===== config.mk =====
export PLATFORM = sky130hd
export DESIGN_NAME = dma_loop_addr_upd
export DESIGN_NICKNAME = d
export VERILOG_FILES = /design/src/rtl/dma_loop_pkg.sv /design/src/rtl/dma_w2_decode.sv /design/src/rtl/dma_addr_adjust.sv /design/src/rtl/dma_loop_addr_upd.sv
export SDC_FILE = /design/constraint.sdc
export NUM_CORES = 1
export LEC_CHECK = 0
export ABC_AREA = 1
export CAP_MARGIN = 25
export CELL_PAD_IN_SITES_DETAIL_PLACEMENT = 0
export CELL_PAD_IN_SITES_GLOBAL_PLACEMENT = 1
export CORE_ASPECT_RATIO = 0.8
export CORE_MARGIN = 2
export CORE_UTILIZATION = 30
export CTS_BUF_LIST = sky130_fd_sc_hd__clkbuf_4 sky130_fd_sc_hd__clkbuf_8
export DETAILED_ROUTE_END_ITERATION = 10
export MAX_ROUTING_LAYER = met4
export PLACE_DENSITY = 0.87
export SYNTH_ARGS = -nofsm -noshare
export SYNTH_HDL_FRONTEND = slang
export SYNTH_HIERARCHICAL = 1
export SYNTH_SLANG_ARGS = --single-unit
export TNS_END_PERCENT = 10

===== constraint.sdc =====
create_clock -name clk -period 3.1 [get_ports clk]
set_clock_uncertainty 0.1 [all_clocks]
set_input_delay 0.31 -clock clk [delete_from_list [all_inputs] [get_ports clk]]
set_output_delay 0.31 -clock clk [all_outputs]
set_load 0.02 [all_outputs]

===== src/rtl/dma_loop_pkg.sv =====
package dma_loop_pkg;
    typedef enum logic [1:0] {
        ADJ_HOLD  = 2'd0,
        ADJ_MINOR = 2'd1,
        ADJ_MAJOR = 2'd2
    } adj_kind_e;

    localparam int DIR_SRC = 0;
    localparam int DIR_DST = 1;
    localparam int NUM_DIR = 2;
endpackage


===== src/rtl/dma_w2_decode.sv =====
module dma_w2_decode #(
    parameter int W2_W       = 32,
    parameter int ADDR_W     = 32,
    parameter int OFF_W      = 20,
    parameter int NB_SHORT_W = 10
) (
    input  logic [W2_W-1:0]   word2_i,
    input  logic              map_en_i,
    output logic [W2_W-1:0]   nbytes_o,
    output logic [ADDR_W-1:0] offset_o,
    output logic              src_off_en_o,
    output logic              dst_off_en_o
);
    localparam int NB_LONG_W = W2_W - 2;
    localparam int OFF_LSB   = NB_SHORT_W;
    localparam int OFF_MSB   = NB_SHORT_W + OFF_W - 1;

    logic [OFF_W-1:0] off_raw;
    logic             any_en;

    always_comb begin
        src_off_en_o = map_en_i & word2_i[W2_W-1];
        dst_off_en_o = map_en_i & word2_i[W2_W-2];
        any_en       = src_off_en_o | dst_off_en_o;
        off_raw      = word2_i[OFF_MSB:OFF_LSB];

        if (!map_en_i) begin
            nbytes_o = word2_i;
        end else if (any_en) begin
            nbytes_o = {{(W2_W-NB_SHORT_W){1'b0}}, word2_i[NB_SHORT_W-1:0]};
        end else begin
            nbytes_o = {2'b00, word2_i[NB_LONG_W-1:0]};
        end

        if (any_en) begin
            offset_o = {{(ADDR_W-OFF_W){off_raw[OFF_W-1]}}, off_raw};
        end else begin
            offset_o = '0;
        end
    end
endmodule


===== src/rtl/dma_addr_adjust.sv =====
module dma_addr_adjust
    import dma_loop_pkg::*;
#(
    parameter int ADDR_W = 32
) (
    input  logic [ADDR_W-1:0] addr_i,
    input  logic [ADDR_W-1:0] last_i,
    input  logic [ADDR_W-1:0] offset_i,
    input  logic              off_en_i,
    input  adj_kind_e         kind_i,
    output logic [ADDR_W-1:0] next_o
);
    logic [ADDR_W-1:0] addend;

    always_comb begin
        unique case (kind_i)
            ADJ_MAJOR: addend = last_i;
            ADJ_MINOR: addend = off_en_i ? offset_i : '0;
            default:   addend = '0;
        endcase
        next_o = addr_i + addend;
    end
endmodule


===== src/rtl/dma_loop_addr_upd.sv =====
module dma_loop_addr_upd
    import dma_loop_pkg::*;
#(
    parameter int ADDR_W     = 32,
    parameter int W2_W       = 32,
    parameter int OFF_W      = 20,
    parameter int NB_SHORT_W = 10
) (
    input  logic              clk,
    input  logic              rst_n,
    input  logic [ADDR_W-1:0] src_addr_i,
    input  logic [ADDR_W-1:0] dst_addr_i,
    input  logic [W2_W-1:0]   word2_i,
    input  logic              map_en_i,
    input  logic [ADDR_W-1:0] src_last_i,
    input  logic [ADDR_W-1:0] dst_last_i,
    input  logic              minor_done_i,
    input  logic              major_done_i,
    output logic [ADDR_W-1:0] src_addr_o,
    output logic [ADDR_W-1:0] dst_addr_o,
    output logic [W2_W-1:0]   nbytes_o,
    output logic              upd_valid_o
);
    typedef struct packed {
        logic [ADDR_W-1:0] src;
        logic [ADDR_W-1:0] dst;
        logic [W2_W-1:0]   nbytes;
        logic              valid;
    } upd_state_t;

    upd_state_t state_d, state_q;

    logic [W2_W-1:0]   dec_nbytes;
    logic [ADDR_W-1:0] dec_offset;
    logic              dec_src_en, dec_dst_en;
    adj_kind_e         kind;

    logic [ADDR_W-1:0] cur_addr [NUM_DIR];
    logic [ADDR_W-1:0] last_adj [NUM_DIR];
    logic              off_en   [NUM_DIR];
    logic [ADDR_W-1:0] next_addr[NUM_DIR];

    dma_w2_decode #(
        .W2_W      (W2_W),
        .ADDR_W    (ADDR_W),
        .OFF_W     (OFF_W),
        .NB_SHORT_W(NB_SHORT_W)
    ) u_dec (
        .word2_i     (word2_i),
        .map_en_i    (map_en_i),
        .nbytes_o    (dec_nbytes),
        .offset_o    (dec_offset),
        .src_off_en_o(dec_src_en),
        .dst_off_en_o(dec_dst_en)
    );

    always_comb begin
        cur_addr[DIR_SRC] = src_addr_i;
        cur_addr[DIR_DST] = dst_addr_i;
        last_adj[DIR_SRC] = src_last_i;
        last_adj[DIR_DST] = dst_last_i;
        off_en[DIR_SRC]   = dec_src_en;
        off_en[DIR_DST]   = dec_dst_en;
        if (major_done_i)      kind = ADJ_MAJOR;
        else if (minor_done_i) kind = ADJ_MINOR;
        else                   kind = ADJ_HOLD;
    end

    for (genvar g = 0; g < NUM_DIR; g++) begin : g_dir
        dma_addr_adjust #(
            .ADDR_W(ADDR_W)
        ) u_adj (
            .addr_i  (cur_addr[g]),
            .last_i  (last_adj[g]),
            .offset_i(dec_offset),
            .off_en_i(off_en[g]),
            .kind_i  (kind),
            .next_o  (next_addr[g])
        );
    end

    always_comb begin
        state_d        = state_q;
        state_d.nbytes = dec_nbytes;
        state_d.valid  = (kind != ADJ_HOLD);
        if (kind != ADJ_HOLD) begin
            state_d.src = next_addr[DIR_SRC];
            state_d.dst = next_addr[DIR_DST];
        end
    end

    always_ff @(posedge clk) begin
        if (!rst_n) begin
            state_q <= '0;
        end else begin
            state_q <= state_d;
        end
    end

    assign src_addr_o  = state_q.src;
    assign dst_addr_o  = state_q.dst;
    assign nbytes_o    = state_q.nbytes;
    assign upd_valid_o = state_q.valid;
endmodule


## Word level (Yosys, flattened, before mapping)

Index checks and enable logic that the tools add are counted.

- Register bits: 97
- Output and inout bits: 97
- Input port bits: 165
- Word-level logic and storage cells: 21

- Add/subtract/negate cells: 2
- Equal/unequal tests: 2
- Reductions and logical operators: 1
- Bitwise logic cells: 3
- Multiplexer cells: 9

Operators by type and width:

| kind | number |
|---|---|
| 32-bit two-way mux | 4 |
| 32-bit one-hot mux with 2 select lines | 2 |
| 32-bit adder | 2 |
| 30-bit two-way mux | 1 |
| 1-bit AND | 2 |
| 2-bit by 1-bit == test with 1-bit output, second input constant | 1 |
| 2-bit == test, second input constant | 1 |
| 2-bit two-way mux | 1 |
| 2-bit nonzero test | 1 |
| 1-bit two-way mux | 1 |
| 1-bit bitwise OR | 1 |

## Longest topological paths before layout

- Word-level depth: 6
- Mapped depth: 21
- Gate-level depth less buffers: 20

## Modules after synthesis

Netlist, hierarchy kept.

By module, submodules not included:

| module | cells each | seq. area each (µm²) | times used | area each (µm²) |
|---|---|---|---|---|
| dma_loop_addr_upd | 511 | 1941.9 | 1 | 3555.9 |
| dma_addr_adjust (g_dir[1].u_adj) | 603 | 0.0 | 1 | 2965.3 |
| dma_addr_adjust (g_dir[0].u_adj) | 606 | 0.0 | 1 | 2846.5 |
| dma_w2_decode | 97 | 0.0 | 1 | 484.2 |

## Worst setup path before layout

OpenSTA, ideal clock, no wires.

- Kind: input to register
- Start point: input minor_done_i
- End point: register state_q, in the netlist dst_addr_o[28]
- Stages: 20
- Data arrival time: 2.709 ns
- Setup slack: 0.179 ns
- Setup time: 0.113 ns
- Buffers on the path: 1
- Data required time: 2.887 ns
- Cell sequence: inv_1 > nor2_1 > inv_1 > ha_1 > clkbuf_1 > a21oi_1 > ha_1 > fa_1 > nand3_1 > nand3_2 > nand2_1 > nand2_2 > nand2_1 > nand2_2 > nand2_1 > nand2_1 > nand2_1 > nand2_1 > nor2_1 > nor2_1

RTL lines:

| what | RTL line | text |
|---|---|---|
| start, declared | dma_loop_addr_upd.sv:17 | `input logic minor_done_i,` |
| end signal, assigned | dma_loop_addr_upd.sv:96 | `state_q <= state_d;` |
| end, declared | dma_loop_addr_upd.sv:31 | `upd_state_t state_d, state_q;` |

==> metrics list <==
- Of all nets on the critical path, the largest fanout is 14.
- For this run, the register share of the synthesized area comes to 19.7%.
* Max frequency: about 0.33 GHz
* Final Total Pwr: 4.38 mW
* Largest delay share family, worst path: buffers and inverters
- Setup repair after global routing missed its margin: yes
- Post-synth design cell area: 9850 um2
- In this run the worst setup path begins at major_done_i.
- In the finished design, the share of the clock period the worst path needs comes to 97.5%.
- At the end of the flow, the number of nets in the layout was 2,409.
- Crit path buf inv count: 6
- After detailed routing, the total wire length is 37,100 um.
- Global routing used 21.6% of the available tracks.
* Remaining antenna violation count after routing: 0
- Final hold viol count: 0
- Clock Sink Count: 97
- Post-synthesis to final-layout area growth: 48.2%
* Count of unique library cells instantiated by Yosys: 26
- From bottom edge to top edge, the die measures roughly 170 um.
- Synthesis produced a netlist whose cell count is 1,817.
* Count of synthesis-stage warnings from yosys: 6
* Sum of negative setup slack: 0 ns
- Among all flip-flop cells after synthesis, the most frequent one is sky130_fd_sc_hd__dfxtp_1.
- Detailed routing inserted a total of 11,500 vias.
* Type of origin of the critical path: primary input
- Iteration-0 DRC Markers: 632
- Status: completed
- DRC errors left: 0
- Sorting the synthesized cells by how often they occur yields sky130_fd_sc_hd__nand2_1, sky130_fd_sc_hd__inv_1, sky130_fd_sc_hd__nor2_1.
* GPL Wtd Cong: 0.941
- Footprint of the multi-input gates: 6570 um2
* Syn_nets: 2,050
* Filler instances: 3,480
- After detailed placement, the design holds a cell count of ~2,600.
- Peak supply drop: 0.191 mV
- Once the floorplan was initialized, standard cells occupied 30.4% of the core.
- The floorplan has 59 rows.
- The worst setup path is of the primary input to register kind.
- The number of global-route vias before repair came to ~11,000.
- Leading cell type by number of instances after synthesis: sky130_fd_sc_hd__nand2_1
- Max-slew violation count: 0
- Once detailed placement completed, the half-perimeter wirelength came to 30,000 um.
- Post-synth top area share: 25.5%
- Setup slack on the worst reg-to-reg path comes out at between 2 and 2.5 ns.
- Global-route wire length before repair: approximately 56,000 um
- Required time reported for the critical path endpoint: 3.31 ns
- The H-tree was split into 3 levels.
* Hold_sp: word2_i[31]
- Cells with a size suffix above 1 make up 15.3% of the layout.
- Number of buffers inserted by hold repair at cts: 0
* Remaining global-route overflow: 0
- After the flow finishes, the layout carries non-filler instances totaling roughly 2,600.
- Summed over all instances, the cell type with the most area after synthesis is sky130_fd_sc_hd__nand2_1.
- Area taken by flip-flops and latches: 1940 um2
- Arrival time of data at the critical path endpoint: between 3 and 4 ns
* Max-cap viol count: 0
* Routed length per placed instance: 14.2 um
- Ratio of total power to cell area: about 300 nW/um2
* Final number of setup-violating endpoints: 0
* Post-layout min period: ~3.0 ns
- In this run the count of I/O pins placed on the die edge is 262.
* Endpoint kind of the worst setup timing path: register
- Slowest stage delay, CP: 0.52 ns
- Cell with the largest stage delay on the worst path: sky130_fd_sc_hd__clkdlybuf4s50_1
* Total iterations of the first detailed-routing run: 6
* Number of enable flip-flop cells after synthesis: 0
* Reg clk slew, reported paths: ~0.11 ns
- Per-cell via count in the routed design: ~4.4
- Worst-case clock buffer depth: 2
- In this run the critical register-to-register path is launched from src_addr_o[23].
- TritonCTS Buffers: 9
* Port Buffer Count: 261
- Flops & latches, synth: 97
- Async set-or-reset flop fraction in the synthesized netlist: 0%
- TritonCTS built the clock tree.
- Antenna violations before repair: 1
- Synth area leaders: sky130_fd_sc_hd__nand2_1, sky130_fd_sc_hd__dfxtp_1, sky130_fd_sc_hd__inv_1, sky130_fd_sc_hd__nor2_1, sky130_fd_sc_hd__ha_1
- In this run the static leakage power is 7.91 nW.
- Averaged over all synthesized cells, the footprint is 5.42 um2.
- Actual slew at the worst max-slew pin: between 0.6 and 0.7 ns
- Insertion delay of the later-clocked pin in the worst-skew pair: between 0.4 and 0.5 ns
- Floorplan core area: 32,400 um2
- The die covers 34,300 um2.
* Series of cell instances along the critical path: clkdlybuf4s50_1 -> buf_6 -> inv_1 -> ha_4 -> buf_12 -> buf_4 -> nand3_1 -> a21oi_2 -> ha_2 -> fa_2 -> nand3_1 -> nand3_2 -> nand2_1 -> nand2_2 -> nand2_1 -> nand2_2 -> buf_4 -> xor2_1 -> nor2_1 -> nor2_1
- Entering global routing, the biggest net connects 130 pins.
- Root buffer cell: sky130_fd_sc_hd__clkbuf_8
* Max transition margin: 56.8%
- Die outline width: 207 um
- The path class of the tightest hold or removal check is primary input to register.
worst reg2reg max path, delay by kind of cell, from the launching register on:
family,cells,cell delay [ns]
buffers and inverters,1,0.07
DFF,1,0.46
and+or+nand+nor,3,0.20
area by class of cell:
type	instances	area share, %
multi-input combinational	1293	45.0
timing repair buffer	425	27.7
sequential	97	13.3
inverter	350	9.00
tap	427	3.66
clock buffer	10	0.943
clock inverter	6	0.386
antenna	1	0.0171
cells by family (layout without fill, tap and decap cells):
kind of cell / Yosys count / in the layout / synth area share (%)
AND/OR/NAND/NOR: 1063 / 1063 / 43.8
other: 0 / 1 / 0
adder cells (fa/ha/maj): 68 / 68 / 8.79
AO/OA/AOI/OAI: 130 / 130 / 7.00
buffers and inverters: 427 / 791 / 17.8
flip-flops: 97 / 97 / 19.7
XOR/XNOR: 32 / 32 / 2.84
final timing paths:
check	end	cells past startpoint
setup / recovery	src_addr_o[12]	20
hold reg to reg	dst_addr_o[1]	4
setup reg to reg	src_addr_o[23]	4
hold / removal	nbytes_o[31]	5
metal layers:
layer	routed length, um	global-route usage (%)	share of wire, %	vias up
met5	0	-	0	-
met4	481	3.88	1.3	0
met3	1920	3.00	5.2	30
met2	17300	35.2	47	322
met1	17300	28.6	47	5079
li1	-	-	-	6116
state kept, by name, indices dropped and copies added (netlist names):
name,cells
src_addr_o,32
nbytes_o,32
dst_addr_o,32
upd_valid_o,1
power breakdown:
group          switching (mW)  total (mW)  internal, mW  leakage [nW]
Combinational            1.09        2.06         0.970          7.01
Clock                   0.571       0.905         0.334        0.0973
Sequential             0.0566        1.41          1.36         0.806
Total                    1.72        4.38          2.66          7.91
metrics by stage:
stage	hold slack [ns]	setup WS, ns	cell area (um2)	util [%]
finish	0.222	0.0762	14600	45.1
global route	0.225	-0.0425	14600	45.1
CTS	0.267	0.0144	14100	43.4
detailed placement	0.401	-0.610	13800	42.7
global placement	0.400	-0.607	13800	42.7
floorplan	0.358	0.179	9850	-
cell usage in the layout, fill, tap and decap left out, types with 2 or more instances in the layout:
cell / count
sky130_fd_sc_hd__inv_6: 2
sky130_fd_sc_hd__o21bai_1: 4
sky130_fd_sc_hd__nand2_1: 643
sky130_fd_sc_hd__fa_2: 2
sky130_fd_sc_hd__nand2_4: 2
sky130_fd_sc_hd__inv_1: 340
sky130_fd_sc_hd__nand2_2: 51
sky130_fd_sc_hd__clkdlybuf4s50_1: 258
sky130_fd_sc_hd__ha_4: 10
sky130_fd_sc_hd__buf_6: 3
sky130_fd_sc_hd__buf_4: 147
sky130_fd_sc_hd__inv_2: 10
sky130_fd_sc_hd__xor2_1: 28
sky130_fd_sc_hd__clkbuf_8: 10
sky130_fd_sc_hd__nor3_2: 7
sky130_fd_sc_hd__a21o_1: 4
sky130_fd_sc_hd__a21oi_1: 77
sky130_fd_sc_hd__inv_8: 2
sky130_fd_sc_hd__dfxtp_1: 97
sky130_fd_sc_hd__buf_12: 13
sky130_fd_sc_hd__a21oi_2: 44
sky130_fd_sc_hd__nor2_2: 7
sky130_fd_sc_hd__nand4_1: 7
sky130_fd_sc_hd__ha_1: 49
sky130_fd_sc_hd__xnor2_1: 3
sky130_fd_sc_hd__nand3_2: 10
sky130_fd_sc_hd__ha_2: 7
sky130_fd_sc_hd__dlymetal6s2s_1: 2
sky130_fd_sc_hd__nor3_1: 3
sky130_fd_sc_hd__nor2_1: 224
sky130_fd_sc_hd__nand3_1: 107
repair_timing:
action | CTS | global route
resized for setup | 6 | 97
buffers inserted | 0 | 13
cloned | 0 | 1
pin swaps | 0 | 25
setup endpoints to repair | 21 | 49
Power figures use the tool's default switching activity.
